### config.mk
export PLATFORM = sky130hd
export DESIGN_NAME = nco_strobe_gen
export DESIGN_NICKNAME = d
export VERILOG_FILES = /design/src/rtl/nco_pkg.sv /design/src/rtl/nco_phase_acc.sv /design/src/rtl/nco_wrap_divider.sv /design/src/rtl/nco_tap_edge.sv /design/src/rtl/nco_strobe_gen.sv
export SDC_FILE = /design/constraint.sdc
export NUM_CORES = 1
export LEC_CHECK = 0
export CELL_PAD_IN_SITES_DETAIL_PLACEMENT = 1
export CELL_PAD_IN_SITES_GLOBAL_PLACEMENT = 1
export CORE_UTILIZATION = 50
export DETAILED_ROUTE_END_ITERATION = 7
export DONT_BUFFER_PORTS = 1
export PLACE_DENSITY = 0.85
export SETUP_SLACK_MARGIN = 0.3
export SLEW_MARGIN = 20
export SYNTH_ARGS = -nofsm -noshare
export SYNTH_HDL_FRONTEND = slang
export SYNTH_SLANG_ARGS = --single-unit
### constraint.sdc
create_clock -name clk -period 7.37 [get_ports clk]
set_clock_uncertainty 0.15 [all_clocks]
set_input_delay 0.737 -clock clk [delete_from_list [all_inputs] [get_ports clk]]
set_output_delay 0.737 -clock clk [all_outputs]
set_load 0.01 [all_outputs]
### src/rtl/nco_pkg.sv
package nco_pkg;
   // limit a tap request to the highest divider bit
   function automatic int unsigned tap_limit(input int unsigned req, input int unsigned top);
      return (req > top) ? top : req;
   endfunction
endpackage

### src/rtl/nco_phase_acc.sv
module nco_phase_acc #(
   parameter int unsigned ACC_W = 32
) (
   input  logic             clk,
   input  logic             rst,
   input  logic [ACC_W-1:0] tune_i,
   output logic [ACC_W-1:0] tune_q,
   output logic [ACC_W-1:0] acc_q,
   output logic             wrap_q
);
   localparam int unsigned SUM_W = ACC_W + 1;

   logic [SUM_W-1:0] sum;

   assign sum = {1'b0, acc_q} + {1'b0, tune_q};

   // shadow of the tuning word: loads every edge, used one edge later
   always_ff @(posedge clk) begin
      tune_q <= tune_i;
   end

   always_ff @(posedge clk) begin
      if (rst) begin
         acc_q  <= '0;
         wrap_q <= 1'b0;
      end else begin
         acc_q  <= sum[ACC_W-1:0];
         wrap_q <= sum[ACC_W];
      end
   end
endmodule

### src/rtl/nco_wrap_divider.sv
module nco_wrap_divider #(
   parameter int unsigned CNT_W = 9
) (
   input  logic             clk,
   input  logic             rst,
   input  logic             step_i,
   output logic [CNT_W-1:0] cnt_q
);
   always_ff @(posedge clk) begin
      if (rst) begin
         cnt_q <= '0;
      end else if (step_i) begin
         cnt_q <= cnt_q + CNT_W'(1);
      end
   end
endmodule

### src/rtl/nco_tap_edge.sv
module nco_tap_edge #(
   parameter int unsigned CNT_W = 9,
   parameter int unsigned TAP_W = 4
) (
   input  logic             clk,
   input  logic             rst,
   input  logic [CNT_W-1:0] cnt_i,
   input  logic [TAP_W-1:0] tap_sel_i,
   output logic             level_o,
   output logic             pulse_q
);
   import nco_pkg::*;

   localparam int unsigned TOP = CNT_W - 1;

   logic [CNT_W-1:0] tap_hot;
   logic             prev_q;

   // one-hot decode of the clamped tap, one lane per divider bit
   for (genvar b = 0; b < CNT_W; b++) begin : g_lane
      assign tap_hot[b] = (tap_limit(int'(tap_sel_i), TOP) == b);
   end

   assign level_o = |(tap_hot & cnt_i);

   always_ff @(posedge clk) begin
      if (rst) begin
         prev_q  <= 1'b0;
         pulse_q <= 1'b0;
      end else begin
         prev_q  <= level_o;
         pulse_q <= level_o & ~prev_q;
      end
   end
endmodule

### src/rtl/nco_strobe_gen.sv
module nco_strobe_gen #(
   parameter int unsigned ACC_W      = 32,
   parameter int unsigned DIV_STAGES = 8,
   localparam int unsigned CNT_W     = DIV_STAGES + 1,
   localparam int unsigned TAP_W     = (CNT_W > 1) ? $clog2(CNT_W) : 1
) (
   input  logic             clk,
   input  logic             rst,
   input  logic [ACC_W-1:0] tune_i,
   input  logic [TAP_W-1:0] tap_sel_i,
   output logic             strobe_o,
   output logic             smooth_o,
   output logic             edge_pulse_o
);
   if (ACC_W < 2 || ACC_W > 64) begin : g_bad_acc
      $error("nco_strobe_gen: ACC_W must lie in 2..64");
   end
   if (DIV_STAGES < 1 || DIV_STAGES > 31) begin : g_bad_div
      $error("nco_strobe_gen: DIV_STAGES must lie in 1..31");
   end

   logic [ACC_W-1:0] tune_q;
   logic [ACC_W-1:0] acc_q;
   logic [CNT_W-1:0] div_cnt;

   nco_phase_acc #(.ACC_W(ACC_W)) u_acc (
      .clk   (clk),
      .rst   (rst),
      .tune_i(tune_i),
      .tune_q(tune_q),
      .acc_q (acc_q),
      .wrap_q(strobe_o)
   );

   nco_wrap_divider #(.CNT_W(CNT_W)) u_div (
      .clk   (clk),
      .rst   (rst),
      .step_i(strobe_o),
      .cnt_q (div_cnt)
   );

   nco_tap_edge #(.CNT_W(CNT_W), .TAP_W(TAP_W)) u_tap (
      .clk      (clk),
      .rst      (rst),
      .cnt_i    (div_cnt),
      .tap_sel_i(tap_sel_i),
      .level_o  (smooth_o),
      .pulse_q  (edge_pulse_o)
   );
endmodule

==> out/metrics.yaml, run 1 <==
status: "finished, final reports clean"
setup_tns_ps: 0
endpoint_kind: "register"
drc_errors: 0
tritoncts: "yes"
netlist.area_leader.share_pct: 42.1
wire_per_inst_microns: 17.0
antennaDiodeCount: 0
dr.pass1.iters: 4
netlist_instances: 381
port_buffers: 0
cp_max_fo: 4
yosysWarningCount: 0
cp.arrival_ps: 2970
syn-num-nets: 453
dieArea_sq_um: 7570
clkSlewWorstSetupHoldPaths_ps: 80
hold_violations: 0
die_h_microns: 87.0
syn_area_sq_um: 3610
crit_type: "reg -> reg"
reg2reg_slack_ps: 4490
synth_seq_cells: 76
synth_area_per_cell_sq_um: 9.48
leakagePower_nw: 1.63
period_minus_slack_ps: 2880
hold-path-cell-count: 0
rows: 30
yosysMostFrequentCell: "dfxtp_1"
grt_max_degree: 53
synth_top_area_cell: "dfxtp_1"
slew_headroom_pct: 71.9
antenna_found_initial: 0
reg2reg_depth: 9
core_area_sq_um: 6870
drv_cap: 0
cts_made_buffers: 9
cts.htree.levels: 3
synthTopCellsByArea: "dfxtp_1 (42%), ha_1 (11%), nor2_1 (5.1%)"
power.total_w: 0.00168
chipWidth_microns: 87.0
routed-via-count: 2811
drive_above_1_share_pct: 7.22
grt_pass1_wl_microns: 13800
synth_edf_count: 0
r2r-end: "u_acc.acc_q[28]"
powerDensity_nw_per_um2: 428
holdCritPathClass: "in -> reg"
place.gp.congestion: 0.865
r2r-start: "u_acc.tune_q[0]"
cts_setup_buffers: 0
routed_wl_microns: 8210
rsz0062_at_grt: "no"
cts_buffer_depth: 2
start_util_pct: 52.6
cp.required_ps: 7470
post-route-period-util_pct: 39.0
report.final.slew_viol_count: 0
cp-start-kind: "register"
insertion_delay_ps: 360
grt.total_usage_pct: 23.7
yosys-top-cells-count: "dfxtp_1 (76), nor2_1 (49), a21oi_1 (33), ha_1 (33), nand2_1 (28)"
ir_drop_uv: 239
fmax_ghz: 0.348
synth_cell_type_count: 51
clockRootBuffer: "clkbuf_8"
ioPinCount: 41
synth_seq_area_share_pct: 42.1
hold_buffers: 0
grt-ovfl-total: 0
grt_pass1_vias: 2997
worst_pin_slew_ps: 419
postRouteAntennaNets: 0
hold_path_end: "u_acc.tune_q[15]"
drt_iter0_drc: 118
ctsResizeCount: 0
synth_async_sr_flop_share_pct: 0
ys.flop_type: "dfxtp_1"
cts.sinks: 76
setup_viol: 0
area_delta_synth_final_pct: 8.55
hpwl_microns: 5970
holdCritStartpoint: "tune_i[15]"
via_per_inst: 5.81
layout.nets: 455
cell type report:
| class | instances | area [sq um] |
|---|---|---|
| sequential | 76 | 1520 |
| fill | 797 | 2950 |
| tap | 96 | 120 |
| multi-input combinational | 291 | 2040 |
| clock buffer | 9 | 124 |
| inverter | 5 | 18.8 |
| clock inverter | 7 | 100 |
worst max-delay path, stage by stage (launching register included):
cell	delay, ps
dfxtp_1	310
ha_1	230
fa_1	410
a21o_1	230
a31o_1	280
nand4_1	120
o2111ai_1	220
a21bo_2	300
a21boi_1	170
mux2_1	330
cell families after synthesis:
logic type                 synth area share, %
DFF                                       42.1
muxes                                     3.98
buffers and inverters                     1.49
adders and majority gates                 12.0
xor gates and xnor gates                  5.82
and+or+nand+nor                           15.1
AOI/OAI and AO/OA                         19.5
report_power, final:
group	switching [W]	internal (W)	leakage (nW)
registers	0.0000368	0.000504	0.634
logic	0.000467	0.000320	0.892
clock network	0.000160	0.000192	0.102
total	0.000664	0.00102	1.63
cell usage in the layout (no fill, tap or decap), drive strengths merged, types with 3 or more instances in the layout:
master	instances
a211oi	8
a31oi	3
xor2	11
o21bai	4
nor2b	10
or3	5
mux2	7
a31o	3
nor2	49
nand2	28
nand4	7
xnor2	13
o31ai	3
nand3	6
a21o	9
ha	33
nor4	3
a21oi	36
o21a	5
clkbuf	9
inv	6
nor3	4
dfxtp	76
o21ai	18
clkinvlp	3
and3	3
layer usage:
layer  GRT usage [%]  up-vias  wire [microns]
met5               0        -               0
met3            5.50       11             264
li1                -     1373               -
met2            40.7       53            3990
met1            29.2     1374            3840
met4            7.73        0             116
worst max-delay path by stage:
| stage | end | start | cells after the start |
|---|---|---|---|
| 3_5_place_dp | u_acc.acc_q[28] | u_acc.tune_q[0] | 9 |
| 2_1_floorplan | u_acc.acc_q[26] | u_acc.tune_q[0] | 9 |
| 3_3_place_gp | u_acc.acc_q[26] | u_acc.tune_q[0] | 9 |
| 4_1_cts | u_acc.acc_q[28] | u_acc.tune_q[0] | 9 |
| 5_1_grt | u_acc.acc_q[26] | u_acc.tune_q[0] | 9 |
| 6_report | u_acc.acc_q[28] | u_acc.tune_q[0] | 9 |
sequential cells by signal, summed over array words and instances (netlist names):
name,count
u_acc.acc_q,32
u_acc.tune_q,32
u_div.cnt_q,9
u_acc.wrap_q,1
u_tap.prev_q,1
u_tap.pulse_q,1
metrics by stage:
step | instances | instance area [sq um] | utilization, % | setup slack, ps | hold WS, ps
2_1_floorplan | 381 | 3610 | - | 4750 | 226
3_3_place_gp | 468 | 3700 | 53.8 | 4640 | 229
3_5_place_dp | 468 | 3700 | 53.8 | 4550 | 246
4_1_cts | 484 | 3920 | 57.1 | 4510 | 236
5_1_grt | 484 | 3920 | 57.1 | 4410 | 233
6_report | 484 | 3920 | 57.1 | 4490 | 246
No activity file was read; power rests on OpenSTA's default activity.
==> run 2, diff against run 1 <==
- ABC_AREA: unset -> 1
- CORE_UTILIZATION: 50 -> 45
- PLACE_DENSITY: 0.85 -> 0.84
- clock period: 7.37 -> 2.7 ns (I/O delays scaled with it)
==> run 2 against run 1 <==
Net effect: sequential share of layout area shrank 8.9 points; wire length up 56%; utilization decreased by 2.5 points; non-clock buffer count is 35 higher; fmax grew 31%; register-to-register slack worse by 4000 ps; critical endpoint is now u_acc.acc_q[16]; highest routed layer unchanged.
==> out/metrics.yaml, run 2 <==
layout.nets: 801
setup_tns_ps: 0
yosysWarningCount: 0
powerDensity_nw_per_um2: 915
largestRegisters: "u_acc.acc_q x32, u_acc.tune_q x32, u_div.cnt_q x9"
cp-start-kind: "register"
setup_viol: 0
clkSlewWorstSetupHoldPaths_ps: 80
timing.hold.ws_ps: 158
slew_headroom_pct: 68.8
drv_cap: 0
ioPinCount: 41
grt_pass1_wl_microns: 21300
synth_compound_area_share_pct: 9.98
insertion_delay_ps: 360
synth_seq_area_share_pct: 34.8
holdCritPathClass: "in -> reg"
hpwl_microns: 9670
fmax_ghz: 0.456
path_buf_inv: 0
clockRootBuffer: "clkbuf_8"
cts.sinks: 76
leakagePower_nw: 2.75
postRouteAntennaNets: 0
die_h_microns: 101
cp.arrival_ps: 2290
rows: 35
cp_slowest_stage_delay_ps: 400
ir_drop_uv: 513
slowest_stage: "fa_2"
cts_made_buffers: 9
worst_pin_slew_ps: 463
drc_errors: 0
drt_iter0_drc: 154
synthTopCellsByArea: "dfxtp_1 (35%), nand2_1 (20%), inv_1 (11%)"
synth-simple-area-share_pct: 33.7
synth_top_family_by_area: "simple AND/OR/NAND/NOR gates"
dr.pass1.iters: 4
crit_chain: "ha_1 -> fa_2 -> nand3_1 -> nand3_1 -> nand2_1 -> nand2_1 -> nand2_1 -> nand2_1 -> o21ai_0 -> a21oi_1"
area_delta_synth_final_pct: 16.3
core_area_sq_um: 9330
routed-via-count: 4322
place.gp.congestion: 0.912
grt-ovfl-total: 0
wire_per_inst_microns: 14.8
status: "finished, final reports clean"
grt_max_degree: 20
cp.required_ps: 2800
synth_top_area_cell: "dfxtp_1"
report.final.slew_viol_count: 0
fin_area_sq_um: 5090
start_util_pct: 46.9
grt.total_usage_pct: 27.3
post-route-period-util_pct: 81.1
final_common_cell: "nand2_1"
placed_cell_area_sq_um: 4540
grt_pass1_vias: 4611
hold_violations: 0
yosysMostFrequentCell: "nand2_1"
port_buffers: 0
routed_wl_microns: 12800
antenna_found_initial: 0
synthMuxAreaShare_pct: 0
ys.flop_type: "dfxtp_1"
path_delay_family: "simple AND/OR/NAND/NOR gates"
dieArea_sq_um: 10100
syn_area_sq_um: 4380
synthXorXnorAreaFrac_pct: 0.200
period_minus_slack_ps: 2190
cts.htree.levels: 3
antennaDiodeCount: 0
synth_async_sr_flop_share_pct: 0
drive_above_1_share_pct: 5.04
chipWidth_microns: 101
final_cell_mix: "nand2_1 (235), inv_1 (126), dfxtp_1 (76), nor2_1 (62), a21oi_1 (49)"
cts_setup_buffers: 0
cts_buffer_depth: 2
cp_max_fo: 4
netlist_instances: 686
synth_edf_count: 0
tritoncts: "yes"
via_per_inst: 5.01
synth_area_per_cell_sq_um: 6.38
fillers: 1290
yosys-top-cells-count: "nand2_1 (235), inv_1 (126), dfxtp_1 (76)"
synth_seq_cells: 76
synth_cell_type_count: 28
synthAdderAreaFrac_pct: 9.89
endpoint_kind: "register"
netlist.area_leader.share_pct: 34.8
rsz0062_at_grt: "no"
crit_type: "reg -> reg"
cp_common_cell: "nand2_1"
syn-num-nets: 758
==> run 2: metrics by stage <==
step / cells / power (W) / util (%) / setup slack, ps
global route: 863 / 0.00506 / 54.6 / 311
finish: 863 / 0.00466 / 54.6 / 509
global placement: 814 / 0.00351 / 48.7 / 598
detailed placement: 814 / 0.00362 / 48.7 / 544
floorplan: 686 / 0.00303 / - / 839
CTS: 863 / 0.00467 / 54.5 / 459
==> run 2: final cells by class <==
| type | count | area [sq um] | share of cell area (%) |
|---|---|---|---|
| multi-input cells | 477 | 2360 | 46.3 |
| clock buffers | 11 | 131 | 2.58 |
| flip-flops and latches | 76 | 1520 | 29.9 |
| well taps | 129 | 161 | 3.17 |
| inverters | 130 | 488 | 9.59 |
| repair buffers | 35 | 345 | 6.79 |
| clock inverters | 5 | 85.1 | 1.67 |
==> run 2: tightest hold or removal path, stage by stage <==
cell and delay, ps:
inv_1 30, o21ai_0 170, nand2_1 130, inv_1 40
==> run 2: metal layers <==
| metal | GRT usage [%] | routed length [microns] |
|---|---|---|
| met5 | 0 | 0 |
| met4 | 9.14 | 256 |
| met3 | 4.44 | 403 |
| met2 | 51.4 | 6500 |
| met1 | 31.1 | 5640 |
==> run 2: final timing paths <==
path | start | end | slack (ps) | cells past startpoint
setup / recovery | u_acc.tune_q[0] | u_acc.acc_q[16] | 510 | 10
hold / removal | tap_sel_i[3] | u_tap.prev_q | 160 | 4
setup reg to reg | u_acc.tune_q[0] | u_acc.acc_q[16] | 510 | 10
hold reg to reg | u_tap.prev_q | u_tap.pulse_q | 240 | 1
==> run 2: repair_timing <==
item,4_1_cts,5_1_grt
setup endpoints to repair,0,2
resized for setup,0,1
hold endpoints to repair,38,0
hold buffers,33,0
==> run 2: cells by family after synthesis <==
family / Yosys count
XOR/XNOR: 1
flip-flops: 76
buffers and inverters: 133
AO/OA/AOI/OAI: 83
adder cells (fa/ha/maj): 34
AND/OR/NAND/NOR: 359
==> run 2: report_power, final <==
group / internal [W] / switching [W]
Combinational: 0.000726 / 0.00151
Clock: 0.000526 / 0.000456
Sequential: 0.00134 / 0.0000973
==> run 3, diff against run 2 <==
- CORE_UTILIZATION: 45 -> 41
- PLACE_DENSITY: 0.84 -> 0.8
- clock period: 2.7 -> 1.9 ns (I/O delays scaled with it)
==> run 3 against run 2 <==
Net effect: the flow now finishes with violations (setup timing); fmax increased by 5.0%; register-to-register slack got worse by 700 ps; die area is 9.6% higher; global-route usage rose by 6.9 points; highest routed layer unchanged.
==> out/metrics.yaml, run 3 (synthesized netlist as in run 2, its figures left out) <==
timing.hold.ws_ps: 81.5
hold_path_end: "u_tap.pulse_q"
reg2reg_depth: 12
post-route-period-util_pct: 110
layout.nets: 863
area_delta_synth_final_pct: 63.1
fin_ws_ps: -186
period_minus_slack_ps: 2090
r2r-start: "u_acc.tune_q[6]"
grt_pass1_wl_microns: 29000
place.gp.congestion: 0.907
status: "finished, violations left"
final_cell_mix: "nand2_1 (134), inv_1 (110), nand2_2 (67), buf_4 (46), nor2_1 (39)"
worst_pin_slew_ps: 764
cts_buffer_depth: 2
core_area_sq_um: 10300
path_delay_family: "simple AND/OR/NAND/NOR gates"
cp_max_fo: 5
p_sw_w: 0.00532
wire_per_inst_microns: 26.7
multi_input_area_sq_um: 3780
regArea_sq_um: 1580
leakagePower_nw: 3.45
antenna_found_initial: 0
grt_max_degree: 15
start_util_pct: 42.4
hpwl_microns: 10400
rows: 37
grt.total_usage_pct: 34.2
cts.sinks: 76
pwr-share-clk_pct: 13.0
rsz0062_at_grt: "yes"
largestRegisters: "u_acc.acc_q x32, u_acc.tune_q x32, u_div.cnt_q x9"
grt_util_met3_pct: 8.47
cp.required_ps: 2040
routed_wl_microns: 24900
cp-start-kind: "register"
r2r-end: "u_acc.acc_q[19]"
fmax_ghz: 0.479
p_sw_share_pct: 50.8
power_frac_seq_pct: 21.6
cp.arrival_ps: 2230
finish.utilization_pct: 69.1
cts.htree.levels: 3
power.total_w: 0.0105
cp_slowest_stage_delay_ps: 350
drc_errors: 0
routed-via-count: 5588
hold_violations: 0
ir_drop_uv: 859
drv_cap: 0
gr-max-usage-layer: "met2"
drive_above_1_share_pct: 46.2
port_buffers: 0
drt_iter0_drc: 397
endpoint_kind: "register"
clockRootBuffer: "clkbuf_8"
die_h_microns: 105
ioPinCount: 41
crit_type: "reg -> reg"
final_common_cell: "nand2_1"
fillers: 1189
slew_headroom_pct: 48.8
chipWidth_microns: 105
dr.pass1.iters: 5
grt-ovfl-total: 0
antennaDiodeCount: 0
holdCritPathClass: "in -> reg"
postRouteAntennaNets: 0
tritoncts: "yes"
grt_pass1_vias: 5746
violations: "setup timing"
slowest_stage: "dfxtp_2"
report.final.slew_viol_count: 0
met2_usage_pct: 61.5
reg2reg_slack_ps: -190
insertion_delay_ps: 410
via_per_inst: 6.00
powerDensity_nw_per_um2: 1470
internal_power_w: 0.00516
met1_usage_pct: 35.6
dieArea_sq_um: 11100
combPwrFrac_pct: 65.4
holdCritStartpoint: "tap_sel_i[2]"
setup_viol: 20
dp_slack_ps: -126
clkSlewWorstSetupHoldPaths_ps: 100
cts_made_buffers: 9
crit_chain: "ha_4 -> nand2_4 -> inv_2 -> nand2_1 -> nand2_1 -> nand2_1 -> nand3_2 -> nand2_1 -> nand2_2 -> nand2_1 -> nand2_1 -> nor2_1"
hold-path-cell-count: 6
path_buf_inv: 1
cp_common_cell: "nand2_1"
==> run 3: cell type report <==
| cell class | count | area share, % |
|---|---|---|
| Multi-Input combinational cell | 477 | 53.0 |
| Sequential cell | 76 | 22.1 |
| Timing Repair Buffer | 97 | 12.6 |
| Inverter | 130 | 7.19 |
| Tap cell | 136 | 2.38 |
| Clock buffer | 10 | 1.79 |
| Clock inverter | 6 | 0.894 |
==> run 3: metrics by stage <==
| stage | TNS [ps] | area (sq um) | instances |
|---|---|---|---|
| final | -2100 | 7140 | 932 |
| after global routing | -2930 | 7140 | 932 |
| after CTS | 0 | 6270 | 909 |
| after detailed placement | -570 | 4780 | 829 |
| after global placement | -320 | 4780 | 829 |
| after floorplan | 0 | 4540 | 686 |
==> run 3: layer usage <==
metal / routed length (microns) / vias to the layer above
li1: - / 2326
met1: 8790 / 2655
met2: 12200 / 428
met3: 1870 / 179
met4: 2100 / 0
met5: 0 / -
==> run 3: worst reg2reg max path: stages, from the launching register on <==
cell	delay [ps]
dfxtp_2	350
ha_4	340
nand2_4	110
inv_2	100
nand2_1	90
nand2_1	140
nand2_1	110
nand3_2	140
nand2_1	100
nand2_2	110
nand2_1	90
nand2_1	100
nor2_1	50
==> run 3: power groups by stage <==
stage,logic [W],clock network (W),registers (W)
final,0.00685,0.00136,0.00226
after global routing,0.00706,0.00141,0.00227
after CTS,0.00466,0.00130,0.00218
after detailed placement,0.00334,0,0.00211
after global placement,0.00320,0,0.00210
after floorplan,0.00240,0,0.00207
==> run 3: worst max path at each step <==
stage                          startpoint              end  slack [ps]  cells past startpoint
after floorplan            u_acc.acc_q[0]  u_acc.acc_q[16]         190                     10
after global placement     u_acc.acc_q[0]  u_acc.acc_q[16]         -70                     10
after detailed placement   u_acc.acc_q[0]  u_acc.acc_q[16]        -130                     10
after CTS                 u_acc.tune_q[0]  u_acc.acc_q[20]          60                     11
after global routing      u_acc.tune_q[2]  u_acc.acc_q[25]        -200                     11
final                     u_acc.tune_q[6]  u_acc.acc_q[19]        -190                     12
==> run 3: what timing repair did <==
item / 4_1_cts / 5_1_grt
hold endpoints to repair: 40 / 0
setup buffers: 29 / 23
hold buffers: 35 / 0
gates resized for setup: 190 / 191
pin swaps: 52 / 69
setup endpoints to repair: 29 / 33
